--- src/rtl/sram_seq_pkg.sv ---
`timescale 1ns/1ps
// Shared types and helpers for the static RAM strobe sequencer.
// Assumes all timing figures are whole nanoseconds and positive clock period.
package sram_seq_pkg;

    typedef enum logic [2:0] {
        ST_IDLE,
        ST_WSETUP,
        ST_WPULSE,
        ST_WHOLD,
        ST_READ
    } seq_state_t;

    // Round a ns figure up to clock cycles, never below one cycle.
    function automatic int unsigned ns_to_cyc(input int unsigned t_ns, input int unsigned clk_ns);
        int unsigned c;
        c = (t_ns + clk_ns - 1) / clk_ns;
        if (c < 1) c = 1;
        return c;
    endfunction

    // Larger of two counts.
    function automatic int unsigned cmax(input int unsigned a, input int unsigned b);
        return (a > b) ? a : b;
    endfunction

endpackage

--- src/rtl/sram_phase_timer.sv ---
`timescale 1ns/1ps
// Down counter that times one strobe phase.
// Loading value N-1 makes done high for the N-th cycle of the phase.
// Assumes load is only used while done is high or at the phase start.
module sram_phase_timer #(
    parameter int unsigned CW = 4
) (
    input  logic          clk,
    input  logic          rst_n,
    input  logic          load,
    input  logic [CW-1:0] load_val,
    output logic          done
);

    logic [CW-1:0] cnt;

    // Load a new phase length or count down towards zero.
    always_ff @(posedge clk) begin
        if (!rst_n)
            cnt <= '0;
        else if (load)
            cnt <= load_val;
        else if (cnt != '0)
            cnt <= cnt - 1'b1;
    end

    assign done = (cnt == '0);

endmodule

--- src/rtl/sram_rd_capture.sv ---
`timescale 1ns/1ps
// Registers the RAM output word and flags it with a one-cycle pulse.
// Assumes capture is high for exactly one cycle per read.
module sram_rd_capture #(
    parameter int unsigned DW = 4
) (
    input  logic          clk,
    input  logic          rst_n,
    input  logic          capture,
    input  logic [DW-1:0] din,
    output logic [DW-1:0] dout,
    output logic          dvalid
);

    // Sample the bus on the capture edge and raise the valid pulse.
    always_ff @(posedge clk) begin
        if (!rst_n) begin
            dout   <= '0;
            dvalid <= 1'b0;
        end else begin
            dvalid <= capture;
            if (capture)
                dout <= din;
        end
    end

endmodule

--- src/rtl/sram_seq_ctrl.sv ---
`timescale 1ns/1ps
// Static RAM strobe sequencer: turns host read/write requests into
// write-enable-ended write cycles and timed read cycles for an
// asynchronous RAM with split data buses and two active-low selects.
// Assumes a single request in flight; timing figures are in ns and are
// rounded up to cycles of CLK_NS.
module sram_seq_ctrl
    import sram_seq_pkg::*;
#(
    parameter int unsigned ADDR_W   = 14,
    parameter int unsigned DATA_W   = 4,
    parameter int unsigned CLK_NS   = 10,
    parameter int unsigned T_AS_NS  = 0,
    parameter int unsigned T_WP_NS  = 12,
    parameter int unsigned T_DS_NS  = 7,
    parameter int unsigned T_AW_NS  = 12,
    parameter int unsigned T_WC_NS  = 15,
    parameter int unsigned T_AA_NS  = 15,
    parameter int unsigned T_ACS_NS = 15,
    parameter int unsigned T_OE_NS  = 10,
    parameter int unsigned T_RC_NS  = 15,
    parameter int unsigned T_OHZ_NS = 15
) (
    input  logic              clk,
    input  logic              rst_n,
    input  logic              req_valid,
    output logic              req_ready,
    input  logic              req_write,
    input  logic [ADDR_W-1:0] req_addr,
    input  logic [DATA_W-1:0] req_wdata,
    output logic [DATA_W-1:0] rd_data,
    output logic              rd_valid,
    output logic [ADDR_W-1:0] mem_addr,
    output logic              mem_cs1_n,
    output logic              mem_cs2_n,
    output logic              mem_oe_n,
    output logic              mem_we_n,
    output logic [DATA_W-1:0] mem_din,
    input  logic [DATA_W-1:0] mem_dout
);

    localparam int unsigned N_WSU  = ns_to_cyc(T_AS_NS, CLK_NS);
    localparam int unsigned N_WP   = cmax(ns_to_cyc(T_WP_NS, CLK_NS),
                                          cmax(ns_to_cyc(T_DS_NS, CLK_NS), ns_to_cyc(T_AW_NS, CLK_NS)));
    localparam int unsigned N_WC   = ns_to_cyc(T_WC_NS, CLK_NS);
    localparam int unsigned N_WH   = (N_WC > N_WSU + N_WP + 1) ? (N_WC - N_WSU - N_WP) : 1;
    localparam int unsigned N_RA   = cmax(cmax(ns_to_cyc(T_AA_NS, CLK_NS), ns_to_cyc(T_ACS_NS, CLK_NS)),
                                          cmax(ns_to_cyc(T_OE_NS, CLK_NS), ns_to_cyc(T_RC_NS, CLK_NS)));
    localparam int unsigned N_TURN = ns_to_cyc(T_OHZ_NS, CLK_NS);
    localparam int unsigned N_MAX  = cmax(cmax(N_WSU, N_WP), cmax(cmax(N_WH, N_RA), N_TURN));
    localparam int unsigned CW     = $clog2(N_MAX + 1);

    localparam logic [CW-1:0] LD_WSU  = CW'(N_WSU - 1);
    localparam logic [CW-1:0] LD_WP   = CW'(N_WP - 1);
    localparam logic [CW-1:0] LD_WH   = CW'(N_WH - 1);
    localparam logic [CW-1:0] LD_RA   = CW'(N_RA - 1);
    localparam logic [CW-1:0] LD_TURN = CW'(N_TURN - 1);

    seq_state_t        state, nxt_state;
    logic              accept;
    logic              ph_load, ph_done;
    logic [CW-1:0]     ph_val;
    logic              gap_load, gap_done;
    logic              cap;
    logic [ADDR_W-1:0] addr_q;
    logic [DATA_W-1:0] din_q;

    // Phase length timer shared by all write and read phases.
    sram_phase_timer #(.CW(CW)) u_phase (
        .clk      (clk),
        .rst_n    (rst_n),
        .load     (ph_load),
        .load_val (ph_val),
        .done     (ph_done)
    );

    // Output-float turnaround timer started when a read ends.
    sram_phase_timer #(.CW(CW)) u_gap (
        .clk      (clk),
        .rst_n    (rst_n),
        .load     (gap_load),
        .load_val (LD_TURN),
        .done     (gap_done)
    );

    // Read word register and valid pulse.
    sram_rd_capture #(.DW(DATA_W)) u_cap (
        .clk     (clk),
        .rst_n   (rst_n),
        .capture (cap),
        .din     (mem_dout),
        .dout    (rd_data),
        .dvalid  (rd_valid)
    );

    // Ready only when idle, and writes wait for the turnaround to finish.
    assign req_ready = (state == ST_IDLE) && (!req_write || gap_done);
    assign accept    = req_valid && req_ready;

    // Next-state and timer-load decode for the access sequence.
    always_comb begin
        nxt_state = state;
        ph_load   = 1'b0;
        ph_val    = '0;
        gap_load  = 1'b0;
        cap       = 1'b0;
        case (state)
            ST_IDLE: begin
                if (accept) begin
                    ph_load = 1'b1;
                    if (req_write) begin
                        nxt_state = ST_WSETUP;
                        ph_val    = LD_WSU;
                    end else begin
                        nxt_state = ST_READ;
                        ph_val    = LD_RA;
                    end
                end
            end
            ST_WSETUP: begin
                if (ph_done) begin
                    nxt_state = ST_WPULSE;
                    ph_load   = 1'b1;
                    ph_val    = LD_WP;
                end
            end
            ST_WPULSE: begin
                if (ph_done) begin
                    nxt_state = ST_WHOLD;
                    ph_load   = 1'b1;
                    ph_val    = LD_WH;
                end
            end
            ST_WHOLD: begin
                if (ph_done)
                    nxt_state = ST_IDLE;
            end
            ST_READ: begin
                if (ph_done) begin
                    nxt_state = ST_IDLE;
                    cap       = 1'b1;
                    gap_load  = 1'b1;
                end
            end
            default: nxt_state = ST_IDLE;
        endcase
    end

    // State register.
    always_ff @(posedge clk) begin
        if (!rst_n)
            state <= ST_IDLE;
        else
            state <= nxt_state;
    end

    // Latch address and write word on acceptance; they stay put for the access.
    always_ff @(posedge clk) begin
        if (!rst_n) begin
            addr_q <= '0;
            din_q  <= '0;
        end else if (accept) begin
            addr_q <= req_addr;
            din_q  <= req_wdata;
        end
    end

    // Strobes decoded from the registered state.
    assign mem_cs1_n = (state == ST_IDLE);
    assign mem_cs2_n = (state == ST_IDLE);
    assign mem_oe_n  = (state != ST_READ);
    assign mem_we_n  = (state != ST_WPULSE);
    assign mem_addr  = addr_q;
    assign mem_din   = din_q;

endmodule

--- config.mk ---
export PLATFORM = sky130hd
export DESIGN_NAME = sram_seq_ctrl
export DESIGN_NICKNAME = d
export VERILOG_FILES = /design/src/rtl/sram_seq_pkg.sv /design/src/rtl/sram_phase_timer.sv /design/src/rtl/sram_rd_capture.sv /design/src/rtl/sram_seq_ctrl.sv
export SDC_FILE = /design/constraint.sdc
export NUM_CORES = 1
export LEC_CHECK = 0
export BUFFER_PORTS_ARGS = -buffer_cell sky130_fd_sc_hd__buf_2
export CORE_UTILIZATION = 43
export CTS_CLUSTER_SIZE = 20
export DETAILED_ROUTE_END_ITERATION = 8
export GPL_TIMING_DRIVEN = 0
export PLACE_DENSITY = 0.72
export SYNTH_ARGS = -nofsm -noshare
export SYNTH_HDL_FRONTEND = slang
export SYNTH_SLANG_ARGS = --single-unit
--- constraint.sdc ---
create_clock -name clk -period 1.5 [get_ports clk]
set_input_delay 0.075 -clock clk [delete_from_list [all_inputs] [get_ports clk]]
set_output_delay 0.075 -clock clk [all_outputs]
set_load 0.05 [all_outputs]
Word level (Yosys, flattened, before mapping)
Index checks and enable logic that the tools add are counted.
{"block": "op_classes", "mux": 18, "n_bitwise": 1, "add_sub_neg": 2, "n_reduce_logical": 15, "n_eq_ne": 10}
{"cell": "2-to-1 mux 3 bit", "count": 5}
{"cell": "one-hot mux 3 bit (4 select lines)", "count": 1}
{"cell": "2-to-1 mux 1 bit", "count": 8}
{"cell": "nonzero test 2 bit", "count": 4}
{"cell": "equality test 3 x 2 -> 1 bit (second input constant)", "count": 2}
{"cell": "OR reduction 2 bit", "count": 3}
{"cell": "zero test 2 bit", "count": 2}
{"cell": "2-to-1 mux 2 bit", "count": 2}
{"cell": "inequality test 2 x 1 -> 1 bit (second input constant)", "count": 2}
{"cell": "inequality test 2 bit (second input constant)", "count": 2}
{"cell": "one-hot mux 1 bit (2 select lines)", "count": 2}
{"cell": "AND reduction 4 bit", "count": 1}
{"cell": "subtractor 2 x 1 -> 2 bit (second input constant)", "count": 2}
{"cell": "equality test 3 x 1 -> 1 bit (second input constant)", "count": 1}
{"cell": "equality test 3 bit (second input constant)", "count": 1}
{"cell": "zero test 3 bit", "count": 1}
{"cell": "inequality test 3 x 2 -> 1 bit (second input constant)", "count": 1}
{"cell": "inequality test 3 bit (second input constant)", "count": 1}
{"cell": "logical AND 1 bit", "count": 2}
{"cell": "zero test 1 bit", "count": 1}
{"cell": "logical OR 1 bit", "count": 1}
{"cell": "inverter 1 bit", "count": 1}
{"block": "word_totals", "regBits": 30, "out_inout_bits": 28, "in_bits": 26, "elab_cells": 54}

Logic depth before layout (Yosys ltp)
Gate-level depths: netlist (run 1).
{"block": "logic_depth", "depth_word": 7, "mapped_depth": 7, "mapped_depth_nobuf": 5}

By module
Synthesis (run 1) repeated with hierarchy kept, for this count alone.
{"block": "hier_totals", "hier_cells": 135, "area_unflattened_um2": 1406.3}
{"module": "sram_seq_ctrl", "cells_each": 94, "n_inst": 1, "seq_area_each_um2": 420.4, "area_each_um2": 974.7}
{"module": "sram_phase_timer", "cells_each": 13, "n_inst": 2, "seq_area_each_um2": 40.0, "area_each_um2": 123.9}
{"module": "sram_rd_capture", "cells_each": 15, "n_inst": 1, "seq_area_each_um2": 100.1, "area_each_um2": 183.9}

Worst setup path after synthesis (run 1)
No wires, ideal clock.
{"block": "synth_timing", "path_type": "register to output", "startpoint": "reg state[0]", "endpoint": "out req_ready", "arrival_ns": 1.715, "t_required_ns": 1.425, "path_stages_with_launch": 6, "setup_slack_ns": -0.290, "path_buffers": 3, "cell_sequence": "dfxtp_1 > buf_6 > or3_1 > buf_2 > buf_2 > nor2_1"}
{"block": "synth_between", "elab_chain_len": 2}
{"item": "start, declared", "line": "sram_seq_ctrl.sv:59", "source": "seq_state_t state, nxt_state;"}
{"item": "start signal, assigned", "line": "sram_seq_ctrl.sv:154", "source": "state <= nxt_state;"}
{"item": "zero test 3 bit", "line": "sram_seq_ctrl.sv:97", "source": "assign req_ready = (state == ST_IDLE) && (!req_write || gap_done);"}
{"item": "logical AND 1 bit", "line": "sram_seq_ctrl.sv:97"}
{"item": "end, declared", "line": "sram_seq_ctrl.sv:27", "source": "output logic req_ready,"}
No other way between the ends.

Final worst setup path (run 1)
{"block": "layout_timing", "startpoint": "reg state[1]", "endpoint": "out req_ready"}
The elaborated chain is that of the path after synthesis.

==> results of run 1 <==
## sequential cells by signal, indices dropped and copies added (netlist names)
| register | cells |
|---|---|
| u_cap.dvalid | 1 |
| u_phase.cnt | 2 |
| mem_din | 4 |
| u_cap.dout | 4 |
| u_gap.cnt | 2 |
| state | 3 |
| mem_addr | 14 |
## critical path: cells and delay by family, from the launching register on
| kind | cells | cell delay [ps] |
|---|---|---|
| and+or+nand+nor | 2 | 480 |
| DFF | 1 | 350 |
| buffers and inverters | 2 | 310 |
## area by class of cell
type,count,area [um^2],area share
multi-input cells,102,870,0.383
flip-flops and latches,30,611,0.269
repair buffers,80,543,0.239
plain buffers,14,103,0.0452
clock buffers,7,55.1,0.0242
well taps,44,55.1,0.0242
inverters,7,31.3,0.0138
clock inverters,1,5.00,0.00220
## cell usage after synthesis, types with 2 or more instances
library cell,number
o211ai_1,4
inv_1,5
mux2i_1,5
xnor2_1,2
buf_6,3
nand2_1,4
nand2b_1,2
o31ai_1,20
clkbuf_1,9
nor2_1,11
dfxtp_1,30
nor3_1,2
ha_1,2
buf_2,5
a21oi_1,20
nand4_1,18
## kinds of logic (layout without fill, tap and decap cells)
logic type,Yosys count,in the layout
mux,5,5
compound gates,48,48
fa+ha+maj,2,2
xor+xnor,3,3
flops,30,30
simple gates,44,44
buf+inv,26,109
## what timing repair did
action | CTS | global route
endpoints found under the setup margin | 28 | 32
pin swaps | 23 | 10
setup buffers | 8 | 4
resized for setup | 49 | 19
hold buffers | 15 | 0
endpoints found under the hold margin | 15 | 0
## final timing paths
kind,to,slack (ps),cells past startpoint
min,mem_addr[11],2,3
max reg2reg,state[0],30,6
min reg2reg,mem_addr[10],470,2
max,req_ready,-60,4
## power groups by stage
stage / clock, mW / sequential (mW) / combinational [mW]
3_3_place_gp: 0 / 1.08 / 2.27
4_1_cts: 0.510 / 1.12 / 2.99
6_report: 0.509 / 1.14 / 3.22
2_1_floorplan: 0 / 1.49 / 1.46
3_5_place_dp: 0 / 1.09 / 2.32
5_1_grt: 0.548 / 1.15 / 3.39
## cell usage in the layout, fill, tap and decap left out, types with 5 or more instances in the layout
cell,Yosys,layout
buf_2,5,51
dfxtp_1,30,26
a21oi_1,20,20
nand4_1,18,18
dlygate4sd3_1,0,15
nor2_1,11,10
buf_4,1,10
o31ai_4,0,9
o31ai_1,20,9
clkbuf_1,9,7
buf_6,3,7
inv_1,5,5
mux2i_1,5,5
clkbuf_4,0,5
## per-layer routing
metal  wire, um  share of wire  vias up  track usage
li1           -              -      746            -
met1       1830           0.42      728        0.317
met2       2240           0.51       55        0.433
met3        216          0.050        8       0.0633
met4         63          0.015        0       0.0884
met5          0              0        -            0
==> flow_metrics.tcl, run 1 <==
set metrics [dict create \
    utilization 0.738 \
    grt_usage 0.256 \
    crit_path_top_delay_cell "or3_4" \
    setup.worst_path.end_class "primary output" \
    ys_warn_count 0 \
    grt_pass1_wl_mm 6.63 \
    clkPwrFrac 0.105 \
    grt_antenna_before_repair 0 \
    yosysTopAreaCell "dfxtp_1" \
    dp_slack_ps -176 \
    holdCritStartpoint "req_addr[11]" \
    syn_inst 158 \
    cp_max_fo 4 \
    final_cell_area_um2 2270 \
    cts_sinks 30 \
    ys_ff_latch 30 \
    crit_required_ps 1420 \
    coreArea_um2 3080 \
    switching_power_mw 2.38 \
    final.setup.worst_slack_ps -56.0 \
    vias 1537 \
    totalWireLength_mm 4.34 \
    dp.cells 255 \
    ir_worst_vdd_v 0.00176 \
    muxShareOfSynthArea 0.0358 \
    ys_types 32 \
    remaining_drc_errors 0 \
    rr_startpoint "u_gap.cnt[0]" \
    floorplan.initialDensity 0.454 \
    hp-class "input port to flip-flop" \
    comb_power_share 0.661 \
    p_leak_nw 0.926 \
    first_pass_iters 4 \
    slew_headroom 0.272 \
    syn_nets 186 \
    post-route-min-period_ps 1560 \
    crit_chain "or3_4 -> buf_8 -> nor2_4 -> buf_6" \
    grt_pass1_vias 1425 \
    synth_simple_gate_area_share 0.173 \
    swShare 0.490 \
    synthArstFlopShare 0 \
    row_count 20 \
    finalNetCount 268 \
    ys_seq_area_frac 0.429 \
    viasPerCell 5.39 \
    finalSetupViolCount 1 \
    cts_buffer_depth 2 \
    overflow 0 \
    syn_area_um2 1400 \
    synthXorXnorAreaFrac 0.0188 \
    io_pins 54 \
    p_int_mw 2.48 \
    final.fill_count 223 \
    gp_congestion 0.822 \
    whs_ps 1.97 \
    synth_compound_area_frac 0.232 \
    die_w_um 59.0 \
    fin_total_pwr_mw 4.86 \
    htreeDepth 2 \
    crit_start "state[1]" \
    synth_top_area_frac 0.429 \
    clk_pin_slew_ps 100 \
    setup.worst_path.start_class "flip-flop" \
    ys.flop_type "dfxtp_1" \
    power_density_nw_per_um2 2140 \
    hold_violations 0 \
    synth_area_per_cell_um2 8.85 \
    synthAdderAreaFrac 0.0179 \
    finalCritPeriodShare 1.04 \
    worst_pin_slew_ps 1090 \
    drive_gt1_frac 0.440 \
    cts_tree "built" \
    max_freq_mhz 643 \
    diodes 0 \
    slew_violations 0 \
    finalSetupTns_ps -56.0 \
    stdcell_count 285 \
    placedInstanceArea_um2 1730 \
    fin_skew_ps 7.89 \
    worstSetupPathType "flip-flop to primary output" \
    violations "setup timing" \
    synth-edff-count 0 \
    root_buffer "clkbuf_4" \
    placement.io_buffers 53 \
    dp_hpwl_mm 2.56 \
    crit_arrival_ps 1480 \
    grt_max_degree 11 \
    maxCapViolations 0 \
    synthTopCellsByArea "dfxtp_1, o31ai_1, nand4_1" \
    status "finished with violations" \
    rsz0062_at_grt "yes" \
    seq_power_share 0.234 \
    synth_top_family_by_area "compound AO/OA/AOI/OAI gates" \
    cts-buffers-inserted 5 \
    slowest_delay_ps 410 \
    die_y_um 59.0 \
    area_growth_pct 62.4 \
    dieArea_um2 3490 \
    avgRoutedWirePerCell_um 15.2 \
    insertion_delay_ps 340 \
    drtIter0Drc 88 \
    postRouteAntennaNets 0 \
]
Power figures use the tool's default switching activity.
==> inputs of run 2 (changes only) <==
--- a/config.mk
+++ b/config.mk
@@ -10,7 +10,8 @@
 export CTS_CLUSTER_SIZE = 20
 export DETAILED_ROUTE_END_ITERATION = 8
 export GPL_TIMING_DRIVEN = 0
-export PLACE_DENSITY = 0.72
+export PLACE_DENSITY = 0.75
+export SLEW_MARGIN = 20
 export SYNTH_ARGS = -nofsm -noshare
 export SYNTH_HDL_FRONTEND = slang
 export SYNTH_SLANG_ARGS = --single-unit
==> run 2 against run 1 <==
The run ends with hold timing, setup timing left; combinational power rose by 13%; clock skew rose by 8.9 ps; largest power group unchanged; critical endpoint is now mem_cs2_n; hold slack got worse by 5.1 ps; global-route usage rose by 2.8 points.
==> flow_metrics.tcl, run 2 (synthesis gave the netlist of run 1 again) <==
set metrics [dict create \
    comb_power_share 0.680 \
    power_density_nw_per_um2 2180 \
    drive_gt1_frac 0.488 \
    reg2reg_slack_ps -90 \
    r2r_end "u_cap.dout[2]" \
    final.setup.worst_slack_ps -105 \
    stdcell_count 288 \
    final.fill_count 188 \
    cp_num_buf_inv 4 \
    clk_pin_slew_ps 110 \
    path_delay_family "simple AND/OR/NAND/NOR gates" \
    max_freq_mhz 623 \
    crit_arrival_ps 1530 \
    die_y_um 59.0 \
    post-route-min-period_ps 1600 \
    overflow 0 \
    placedInstanceArea_um2 1730 \
    crit_chain "or3_4 -> clkinv_8 -> buf_6 -> buf_6 -> buf_8" \
    first_pass_iters 4 \
    coreArea_um2 3080 \
    clkPwrFrac 0.098 \
    cts-buffers-inserted 5 \
    crit_path_top_delay_cell "or3_4" \
    grt_use_met3 0.0480 \
    grt_antenna_before_repair 0 \
    setup.worst_path.start_class "flip-flop" \
    drtIter0Drc 127 \
    row_count 20 \
    postRouteAntennaNets 0 \
    p_leak_nw 0.955 \
    r2r_cells 6 \
    grt_pass1_vias 1559 \
    slowest_delay_ps 450 \
    finalSetupTns_ps -1090 \
    gp_congestion 0.746 \
    cts_buffer_depth 2 \
    switching_power_mw 2.70 \
    final_cell_area_um2 2460 \
    grt_usage 0.284 \
    maxCapViolations 0 \
    path_depth 5 \
    finalCritPeriodShare 1.07 \
    hold_violations 1 \
    slew_headroom 0.192 \
    dp.cells 255 \
    finalSetupViolCount 22 \
    worst_pin_slew_ps 1210 \
    grt_pass1_wl_mm 7.29 \
    cts_sinks 30 \
    remaining_drc_errors 0 \
    final_cell_mix "buf_2, dfxtp_1, dlygate4sd3_1, nand4_1" \
    area_growth_pct 75.9 \
    rr_startpoint "u_phase.cnt[0]" \
    fin_total_pwr_mw 5.36 \
    layout_commonest_cell "buf_2" \
    die_w_um 59.0 \
    vias 1657 \
    root_buffer "clkbuf_4" \
    setup.worst_path.end_class "primary output" \
    finalNetCount 271 \
    ir_worst_vdd_v 0.00121 \
    endpoint "mem_cs2_n" \
    cp_max_fo 3 \
    status "finished with violations" \
    hp-class "input port to flip-flop" \
    gr-usage-met1 0.348 \
    rsz0062_at_grt "yes" \
    grt_max_degree 11 \
    avgRoutedWirePerCell_um 18.6 \
    floorplan.initialDensity 0.454 \
    violations "hold timing, setup timing" \
    fin_skew_ps 16.8 \
    largest_reg_flops 14 \
    io_pins 54 \
    utilization 0.800 \
    use_met2 0.479 \
    diodes 0 \
    cpMostUsedCell "buf_6" \
    crit_start "state[2]" \
    placement.io_buffers 53 \
    cts_tree "built" \
    worstSetupPathType "flip-flop to primary output" \
    totalWireLength_mm 5.35 \
    whs_ps -3.16 \
    busiest_layer "met2" \
    dieArea_um2 3490 \
    htreeDepth 2 \
    viasPerCell 5.75 \
    holdCritStartpoint "req_addr[6]" \
    insertion_delay_ps 350 \
    swShare 0.503 \
    crit_required_ps 1420 \
    dp_hpwl_mm 2.33 \
    seq_power_share 0.221 \
    p_int_mw 2.66 \
    slew_violations 0 \
]
-- run 2: cell count changes in the layout (fill, tap and decap cells not counted), sizes merged --
cell	before	now
clkbuf	15	16
dlygate4sd3	15	19
buf	71	69
-- run 2: through the flow --
step           hold WS (ps)  setup WS (ps)
3_5_place_dp            327           -136
3_3_place_gp            310           -130
5_1_grt                9.31           -189
2_1_floorplan           197           14.9
6_report              -3.16           -105
4_1_cts                2.04           -147
-- run 2: worst min path at each step --
stage	depth (start not counted)	endpoint	slack [ps]
finish	3	mem_addr[6]	-3
global route	3	mem_addr[6]	9
CTS	3	mem_addr[4]	2
floorplan	1	u_cap.dvalid	200
detailed placement	3	u_cap.dout[2]	330
global placement	3	u_cap.dout[3]	310
-- run 2: area by class of cell --
cell class              count  area [um^2]  area share
multi-input cells         102          992       0.403
flip-flops and latches     30          612       0.249
repair buffers             81          571       0.232
plain buffers              16          133      0.0539
clock buffers               7         55.1      0.0224
well taps                  44         55.1      0.0224
inverters                   7         38.8      0.0158
clock inverters             1         5.00     0.00203
-- run 2: power groups by stage --
stage / registers (mW) / clock network (mW) / logic [mW]
floorplan: 1.49 / 0 / 1.46
global placement: 1.09 / 0 / 2.29
detailed placement: 1.09 / 0 / 2.31
CTS: 1.14 / 0.515 / 3.14
global route: 1.20 / 0.556 / 3.79
finish: 1.19 / 0.527 / 3.65
-- run 2: worst min-delay path, cell delays in order --
cell and delay (ps):
buf_2 100, nand4_1 60, a21oi_1 60
-- run 2: what timing repair did --
action / 4_1_cts / 5_1_grt
setup endpoints to repair: 28 / 31
gates cloned: 0 / 1
hold endpoints to repair: 19 / 0
pin swaps: 28 / 19
hold buffers: 19 / 0
gates resized for setup: 62 / 27
buffers inserted: 7 / 2
-- run 2: routing by layer --
layer / part of all wire / vias up
li1: - / 753
met1: 0.41 / 804
met2: 0.50 / 83
met3: 0.058 / 17
met4: 0.031 / 0
met5: 0 / -
